[src/rtl/devid_auth_pkg.sv]
package devid_auth_pkg;

    localparam int LFSR_W = 16;

    typedef enum logic [2:0] {
        ST_IDLE    = 3'd0,
        ST_LOAD    = 3'd1,
        ST_COMPUTE = 3'd2,
        ST_COMPARE = 3'd3,
        ST_AUTH    = 3'd4,
        ST_FAIL    = 3'd5
    } auth_state_e;

    typedef enum logic [1:0] {
        RESP_OFF        = 2'b00,
        RESP_LIMIT      = 2'b01,
        RESP_GRACE      = 2'b10,
        RESP_GRACE_LOCK = 2'b11
    } resp_mode_e;

    // Fibonacci step, polynomial x^16 + x^14 + x^13 + x^11 + 1
    function automatic logic [LFSR_W-1:0] lfsr_next(input logic [LFSR_W-1:0] v);
        return {v[LFSR_W-2:0], v[15] ^ v[13] ^ v[12] ^ v[10]};
    endfunction

endpackage

[src/rtl/devid_id_reader.sv]
module devid_id_reader #(
    parameter int ID_W = 57
) (
    input  logic            clk,
    input  logic            rst_n,
    input  logic            clear_i,
    input  logic            en_i,
    input  logic            bit_i,
    output logic            shift_o,
    output logic            full_o,
    output logic [ID_W-1:0] id_o
);
    localparam int CNT_W = $clog2(ID_W);

    typedef struct packed {
        logic [ID_W-1:0]  id;
        logic [CNT_W-1:0] cnt;
        logic             full;
    } rd_t;

    rd_t r_d, r_q;

    always_comb begin
        r_d = r_q;
        if (clear_i) begin
            r_d.cnt  = '0;
            r_d.full = 1'b0;
        end else if (en_i && !r_q.full) begin
            r_d.id = {r_q.id[ID_W-2:0], bit_i};
            if (r_q.cnt == CNT_W'(ID_W - 1)) begin
                r_d.full = 1'b1;
            end else begin
                r_d.cnt = r_q.cnt + 1'b1;
            end
        end
    end

    always_ff @(posedge clk or negedge rst_n) begin
        if (!rst_n) begin
            r_q <= '0;
        end else begin
            r_q <= r_d;
        end
    end

    assign shift_o = en_i && !r_q.full;
    assign full_o  = r_q.full;
    assign id_o    = r_q.id;


    shift_stop_chk: assert property (@(posedge clk) disable iff (!rst_n)
        (shift_o && r_q.cnt == CNT_W'(ID_W - 1)) |=> !shift_o);


    shift_range_chk: assert property (@(posedge clk) disable iff (!rst_n)
        shift_o |-> (int'(r_q.cnt) < ID_W));

endmodule

[src/rtl/devid_mixer.sv]
module devid_mixer #(
    parameter int          ID_W   = 57,
    parameter int          CODE_W = 64,
    parameter logic [63:0] KEY    = 64'h9E37_79B9_7F4A_7C15,
    parameter int          ROUNDS = 8,
    parameter int          ROT    = 13,
    parameter int          SHR    = 7
) (
    input  logic              clk,
    input  logic              rst_n,
    input  logic              start_i,
    input  logic [ID_W-1:0]   id_i,
    output logic              busy_o,
    output logic              done_o,
    output logic [CODE_W-1:0] code_o
);
    localparam int RND_W = $clog2(ROUNDS + 1);

    typedef struct packed {
        logic [CODE_W-1:0] st;
        logic [RND_W-1:0]  rnd;
        logic              busy;
        logic              done;
    } mix_t;

    mix_t m_d, m_q;

    function automatic logic [CODE_W-1:0] mix_round(input logic [CODE_W-1:0] s,
                                                   input logic [RND_W-1:0]  r);
        logic [CODE_W-1:0] t;
        t = s ^ CODE_W'(KEY);
        t = (t << ROT) | (t >> (CODE_W - ROT));
        return t ^ (s >> SHR) ^ CODE_W'(r);
    endfunction

    always_comb begin
        m_d      = m_q;
        m_d.done = 1'b0;
        if (start_i) begin
            m_d.st   = CODE_W'(id_i);
            m_d.rnd  = '0;
            m_d.busy = 1'b1;
        end else if (m_q.busy) begin
            m_d.st = mix_round(m_q.st, m_q.rnd);
            if (m_q.rnd == RND_W'(ROUNDS - 1)) begin
                m_d.busy = 1'b0;
                m_d.done = 1'b1;
            end else begin
                m_d.rnd = m_q.rnd + 1'b1;
            end
        end
    end

    always_ff @(posedge clk or negedge rst_n) begin
        if (!rst_n) begin
            m_q <= '0;
        end else begin
            m_q <= m_d;
        end
    end

    assign busy_o = m_q.busy;
    assign done_o = m_q.done;
    assign code_o = m_q.st;

    // round-length observer for the checks below
    logic [RND_W:0] busy_len_q;
    always_ff @(posedge clk or negedge rst_n) begin
        if (!rst_n) begin
            busy_len_q <= '0;
        end else if (start_i) begin
            busy_len_q <= '0;
        end else if (m_q.busy) begin
            busy_len_q <= busy_len_q + 1'b1;
        end
    end


    round_count_chk: assert property (@(posedge clk) disable iff (!rst_n)
        done_o |-> (int'(busy_len_q) == ROUNDS));


    done_pulse_chk: assert property (@(posedge clk) disable iff (!rst_n)
        done_o |=> !done_o);

endmodule

[src/rtl/devid_grace_timer.sv]
module devid_grace_timer import devid_auth_pkg::*; #(
    parameter logic [LFSR_W-1:0] GRACE_MASK  = 16'hFFFF,
    parameter logic [LFSR_W-1:0] GRACE_FLOOR = 16'h0400
) (
    input  logic              clk,
    input  logic              rst_n,
    input  logic              seed_load_i,
    input  logic [LFSR_W-1:0] seed_i,
    input  logic              step_i,
    input  logic              arm_i,
    input  logic              abort_i,
    output logic              active_o,
    output logic              expire_o
);
    typedef struct packed {
        logic [LFSR_W-1:0] lfsr;
        logic [LFSR_W-1:0] cnt;
    } gr_t;

    gr_t g_d, g_q;

    always_comb begin
        g_d = g_q;
        if (seed_load_i) begin
            g_d.lfsr = (seed_i == '0) ? LFSR_W'(1) : seed_i;
        end else if (step_i) begin
            g_d.lfsr = lfsr_next(g_q.lfsr);
        end
        if (abort_i) begin
            g_d.cnt = '0;
        end else if (arm_i) begin
            g_d.cnt = (g_q.lfsr & GRACE_MASK) | GRACE_FLOOR;
        end else if (g_q.cnt != '0) begin
            g_d.cnt = g_q.cnt - 1'b1;
        end
    end

    always_ff @(posedge clk or negedge rst_n) begin
        if (!rst_n) begin
            g_q <= '0;
        end else begin
            g_q <= g_d;
        end
    end

    assign active_o = (g_q.cnt != '0);
    assign expire_o = (g_q.cnt == LFSR_W'(1)) && !abort_i;


    grace_countdown_chk: assert property (@(posedge clk) disable iff (!rst_n)
        (g_q.cnt != '0 && !arm_i && !abort_i) |=> (g_q.cnt == $past(g_q.cnt) - 1'b1));


    grace_nonzero_chk: assert property (@(posedge clk) disable iff (!rst_n)
        (arm_i && !abort_i) |=> active_o);

endmodule

[src/rtl/devid_auth_ctrl.sv]
module devid_auth_ctrl import devid_auth_pkg::*; #(
    parameter int                ID_W        = 57,
    parameter int                CODE_W      = 64,
    parameter logic [63:0]       KEY         = 64'h9E37_79B9_7F4A_7C15,
    parameter int                ROUNDS      = 8,
    parameter int                ROT         = 13,
    parameter int                SHR         = 7,
    parameter int                FAIL_W      = 4,
    parameter logic [FAIL_W-1:0] LOCK_THRESH = 4'd8,
    parameter logic [LFSR_W-1:0] GRACE_MASK  = 16'hFFFF,
    parameter logic [LFSR_W-1:0] GRACE_FLOOR = 16'h0400
) (
    input  logic              clk,
    input  logic              rst_n,
    input  logic              id_bit_i,
    input  logic              retry_i,
    input  logic [1:0]        resp_mode_i,
    input  logic [CODE_W-1:0] stored_code_i,
    output logic              id_shift_o,
    output logic              done_o,
    output logic              auth_ok_o,
    output logic              out_disable_o,
    output logic              glob_reset_o,
    output logic              clk_en_o,
    output logic              feature_en_o,
    output logic              grace_active_o,
    output logic [FAIL_W-1:0] fail_count_o,
    output logic              lockout_o
);
    typedef struct packed {
        auth_state_e       st;
        logic [FAIL_W-1:0] fails;
        logic              lock;
    } ctl_t;

    ctl_t c_d, c_q;

    logic              rd_clear, rd_full;
    logic [ID_W-1:0]   id_val;
    logic              mix_start, mix_busy, mix_done;
    logic [CODE_W-1:0] mix_code;
    logic              seed_load, g_arm, g_abort, g_active, g_expire;
    resp_mode_e        mode;

    assign mode = resp_mode_e'(resp_mode_i);

    devid_id_reader #(.ID_W(ID_W)) u_reader (
        .clk     (clk),
        .rst_n   (rst_n),
        .clear_i (rd_clear),
        .en_i    (c_q.st == ST_LOAD),
        .bit_i   (id_bit_i),
        .shift_o (id_shift_o),
        .full_o  (rd_full),
        .id_o    (id_val)
    );

    devid_mixer #(
        .ID_W(ID_W), .CODE_W(CODE_W), .KEY(KEY),
        .ROUNDS(ROUNDS), .ROT(ROT), .SHR(SHR)
    ) u_mixer (
        .clk     (clk),
        .rst_n   (rst_n),
        .start_i (mix_start),
        .id_i    (id_val),
        .busy_o  (mix_busy),
        .done_o  (mix_done),
        .code_o  (mix_code)
    );

    devid_grace_timer #(
        .GRACE_MASK(GRACE_MASK), .GRACE_FLOOR(GRACE_FLOOR)
    ) u_grace (
        .clk         (clk),
        .rst_n       (rst_n),
        .seed_load_i (seed_load),
        .seed_i      (id_val[LFSR_W-1:0]),
        .step_i      (mix_busy),
        .arm_i       (g_arm),
        .abort_i     (g_abort),
        .active_o    (g_active),
        .expire_o    (g_expire)
    );

    always_comb begin
        c_d       = c_q;
        rd_clear  = 1'b0;
        mix_start = 1'b0;
        seed_load = 1'b0;
        g_arm     = 1'b0;
        g_abort   = 1'b0;
        case (c_q.st)
            ST_IDLE: begin
                c_d.st   = ST_LOAD;
                rd_clear = 1'b1;
            end
            ST_LOAD: begin
                if (rd_full) begin
                    c_d.st    = ST_COMPUTE;
                    mix_start = 1'b1;
                    seed_load = 1'b1;
                end
            end
            ST_COMPUTE: begin
                if (mix_done) c_d.st = ST_COMPARE;
            end
            ST_COMPARE: begin
                if (mix_code == stored_code_i) begin
                    c_d.st = ST_AUTH;
                end else begin
                    c_d.st = ST_FAIL;
                    if (c_q.fails != '1) c_d.fails = c_q.fails + 1'b1;
                    if (c_d.fails >= LOCK_THRESH) c_d.lock = 1'b1;
                    g_arm = resp_mode_i[1];
                end
            end
            ST_AUTH: begin
                c_d.st = ST_AUTH;
            end
            ST_FAIL: begin
                if (retry_i) begin
                    c_d.st   = ST_LOAD;
                    rd_clear = 1'b1;
                    g_abort  = 1'b1;
                end else if (g_expire && mode == RESP_GRACE_LOCK) begin
                    c_d.lock = 1'b1;
                end
            end
            default: c_d.st = ST_IDLE;
        endcase
    end

    always_ff @(posedge clk or negedge rst_n) begin
        if (!rst_n) begin
            c_q <= '{st: ST_IDLE, fails: '0, lock: 1'b0};
        end else begin
            c_q <= c_d;
        end
    end

    logic in_fail, grace_on, limited, full_run;

    always_comb begin
        in_fail        = (c_q.st == ST_FAIL);
        grace_on       = in_fail && g_active;
        limited        = in_fail && (mode == RESP_LIMIT);
        full_run       = (c_q.st == ST_AUTH) || grace_on;
        done_o         = (c_q.st == ST_AUTH) || in_fail;
        auth_ok_o      = (c_q.st == ST_AUTH);
        clk_en_o       = full_run || limited;
        out_disable_o  = !(full_run || limited);
        glob_reset_o   = !(full_run || limited);
        feature_en_o   = full_run;
        grace_active_o = grace_on;
        fail_count_o   = c_q.fails;
        lockout_o      = c_q.lock;
    end


    safe_until_done_chk: assert property (@(posedge clk) disable iff (!rst_n)
        !done_o |-> (out_disable_o && glob_reset_o && !clk_en_o && !feature_en_o));


    auth_full_run_chk: assert property (@(posedge clk) disable iff (!rst_n)
        auth_ok_o |-> (clk_en_o && feature_en_o && !out_disable_o && !glob_reset_o));


    off_mode_shutdown_chk: assert property (@(posedge clk) disable iff (!rst_n)
        (done_o && !auth_ok_o && resp_mode_i == 2'b00) |-> (out_disable_o && !clk_en_o));


    limited_mode_chk: assert property (@(posedge clk) disable iff (!rst_n)
        (done_o && !auth_ok_o && resp_mode_i == 2'b01) |-> (clk_en_o && !feature_en_o && !out_disable_o));


    grace_lock_chk: assert property (@(posedge clk) disable iff (!rst_n)
        ($fell(grace_active_o) && done_o && resp_mode_i == 2'b11) |-> lockout_o);


    fail_sat_chk: assert property (@(posedge clk) disable iff (!rst_n)
        (fail_count_o == '1) |=> (fail_count_o == '1));


    lockout_sticky_chk: assert property (@(posedge clk) disable iff (!rst_n)
        lockout_o |=> lockout_o);


    auth_hold_chk: assert property (@(posedge clk) disable iff (!rst_n)
        auth_ok_o |=> auth_ok_o);

endmodule

[config.mk]
export PLATFORM = sky130hd
export DESIGN_NAME = devid_auth_ctrl
export DESIGN_NICKNAME = d
export VERILOG_FILES = /design/src/rtl/devid_auth_pkg.sv /design/src/rtl/devid_id_reader.sv /design/src/rtl/devid_mixer.sv /design/src/rtl/devid_grace_timer.sv /design/src/rtl/devid_auth_ctrl.sv
export SDC_FILE = /design/constraint.sdc
export NUM_CORES = 1
export LEC_CHECK = 0
export BUFFER_PORTS_ARGS = -buffer_cell sky130_fd_sc_hd__buf_2
export CELL_PAD_IN_SITES_DETAIL_PLACEMENT = 0
export CELL_PAD_IN_SITES_GLOBAL_PLACEMENT = 1
export CORE_UTILIZATION = 45
export DETAILED_ROUTE_END_ITERATION = 12
export PLACE_DENSITY_LB_ADDON = 0.1
export RECOVER_POWER = 50
export SYNTH_ARGS = -nofsm -noshare
export SYNTH_HDL_FRONTEND = slang
export SYNTH_SLANG_ARGS = --single-unit
[constraint.sdc]
create_clock -name clk -period 2.85 [get_ports clk]
set_clock_uncertainty 0.05 [all_clocks]
set_input_delay 0.57 -clock clk [delete_from_list [all_inputs] [get_ports clk]]
set_output_delay 0.57 -clock clk [all_outputs]
set_load 0.03 [all_outputs]
==> metrics <==
outcome complete, no violations; synthesis-stage register bit count 174; drt first-iter violations approximately 380; Critical Path AT 2.13 ns; yosys warns 0; largest net degree at the start of global routing 69; syn nets between 900 and 1,000; post-synthesis cell type count 46; CTS Buffer Depth 2; CP max stage delay between 0.4 and 0.5 ns; area growth from synthesis to layout 14.8%; WL per Instance 19.2 um; setup violators final 0; Startpoint Class register; Cell Area, Synth 9100 um2; total CTS buffers 17; final core occ 0.532; Die H around 140 um; Final HPWL DP between 15 and 20 mm; slew margin rel. 0.0323; Placed Cells approximately 1,200; CP max stage cell dfrtp_1; kind of path behind the tightest hold check in2reg; most instantiated cells after synthesis 174 x dfrtp_1, 128 x xnor2_1, 127 x nand2_1; Worst-Skew Late Latency ~0.43 ns; Post-Syn Instances approximately 900; WL final around 24 mm; non-filler cells, final ~1,200; via count roughly 6,600; Final TNS setup 0 ns; critical path fanouts, max 3; RSZ-0062 raised after global routing false; Remaining Overflow, GRT 0; Final nets between 1,000 and 1,500; worst slew pin tran approximately 1.5 ns; syn avg cell area around 10 um2; initial antenna violation count 0; # IOs 83; Max IR drop VDD roughly 0.42 mV; Tot Pwr around 5.1 mW; Die W about 140 um; Routed Antenna Nets 0; n_diodes 0; most frequent cell after synthesis dfrtp_1; DR pass1 iterations 5; number of global-route vias before repair ~6,600; Placer Congestion roughly 0.89; ratio of cells with drive above 1 in the final layout 0.215; max-slew violation count 0; Register Area 4360 um2; root buffer cell clkbuf_16; total of max-cap violations 0; final cycle utilization of the critical path 0.964; Pwr Density just under 500 nW/um2; CP cell instances nor4_4 -> and4_4 -> and2_1 -> a21oi_1 -> or2_1 -> inv_2 -> clkbuf_4; DRC 0; Placeable Area around 20,000 um2; H-tree levels 4; PortBufs 82; f_max roughly 0.36 GHz; Cell Rows 51; EDFF count, synth 0; FILL cells about 1,800; CTS tree done; kind of critical path reg2out; CP endpoint kind primary output; multi-input logic area between 4000 and 5000 um2; global-route wire length before repair 37.2 mm; Req. time, crit path 2.23 ns; Starting Density 0.463; Lkg Pwr approximately 4.4 nW; Avg Vias per Cell 5.35; main area contributors after synthesis dfrtp_1 48%, xnor2_1 12%, mux2_2 7.2%; endpoints failing hold 0; Seq/Total Area, Yosys 0.478; post-synth top area cell dfrtp_1; GRT Total Usage 0.243; Synth Flop Type dfrtp_1; Worst-path clk slew roughly 0.070 ns; DIE AREA about 21,000 um2; ys async rst share 1.00; Clock Sinks 174; crit path time final 2.75 ns; CTS Hold Buffers Added 0; top cell type's share of synthesized area 0.478
-- worst paths after layout --
path	start	to	slack [ns]	cells after the start
max in group asynchronous	rst_n	u_mixer.busy_o	0.53	2
max reg2reg	u_mixer.code_o[60]	u_grace.g_q[5]	0.38	6
min in group asynchronous	rst_n	u_grace.g_q[19]	0.42	1
min reg2reg	lockout_o	lockout_o	0.43	2
min	id_bit_i	u_reader.id_o[0]	0.31	2
max	u_grace.g_q[6]	out_disable_o	0.10	7
-- layout make-up --
cell class	count	share of cell area
Clock buffer	21	0.0460
Clock inverter	11	0.0116
Inverter	15	0.00551
Multi-Input combinational cell	640	0.428
Sequential cell	174	0.417
Tap cell	265	0.0317
Timing Repair Buffer	102	0.0601
-- registers in the layout, summed over array words and instances (netlist names), 3 cells and up --
signal / cells
u_reader.id_o: 57
u_reader.r_q: 6
c_q: 3
u_mixer.m_q: 4
u_mixer.code_o: 64
u_grace.g_q: 32
fail_count_o: 4
-- per-layer routing --
layer  up-vias  GRT usage  routed length (um)  part of all wire
li1       3133          -                   -                 -
met4         0      0.100                 647             0.027
met1      3273      0.321               10600              0.45
met3        38     0.0318                 740             0.031
met2       124      0.403               11600              0.49
met5         -          0                   0                 0
-- layout by cell type (no fill, tap or decap), types with 2 or more instances in the layout --
cell / instances
a21o_1: 2
a21oi_1: 26
buf_12: 5
buf_2: 79
buf_4: 14
clkbuf_16: 17
clkbuf_4: 3
clkbuf_8: 4
clkinv_4: 3
dfrtp_1: 172
dfrtp_2: 2
ha_1: 7
inv_1: 13
inv_6: 4
inv_8: 2
mux2_2: 58
mux2i_1: 63
nand2_1: 127
nand2b_1: 5
nand3_1: 8
nand4_1: 20
nand4_2: 2
nor2_1: 33
nor2b_1: 3
nor3_1: 9
nor4_1: 6
nor4_2: 3
nor4_4: 2
o21ai_0: 98
or3_1: 3
xnor2_1: 128
xor2_1: 19
-- critical path, delay by kind of cell, from the launching register on --
family / cells / cell delay, ns
simple gates: 4 / 0.98
buf+inv: 2 / 0.23
compound gates: 1 / 0.06
flops: 1 / 0.43
-- what timing repair did --
item                       CTS  global route
hold endpoints to repair     0             0
pin swaps                    2             3
setup buffers                2             3
resized for setup            2             3
setup endpoints to repair    4             2
-- power by group --
| group | switching [mW] | internal [mW] |
|---|---|---|
| Sequential | 0.0337 | 2.50 |
| Clock | 1.04 | 1.33 |
| Combinational | 0.106 | 0.0962 |
| Total | 1.18 | 3.93 |
-- logic make-up after synthesis --
group / share of synthesized area
and+or+nand+nor: 0.122
adders and majority gates: 0.00962
xor gates and xnor gates: 0.141
DFF: 0.478
buffers and inverters: 0.0311
muxes: 0.141
AOI/OAI and AO/OA: 0.0767
-- per-stage QoR --
step / hold slack, ns / worst slack, ns / instance area, um2
2_1_floorplan: 0.224 / 0.195 / 9100
3_5_place_dp: 0.423 / 0.176 / 9820
6_report: 0.315 / 0.104 / 10500
4_1_cts: 0.0582 / 0.0381 / 10400
3_3_place_gp: 0.419 / 0.202 / 9820
5_1_grt: 0.321 / 0.000607 / 10500
(Power assumes the default switching activity.)
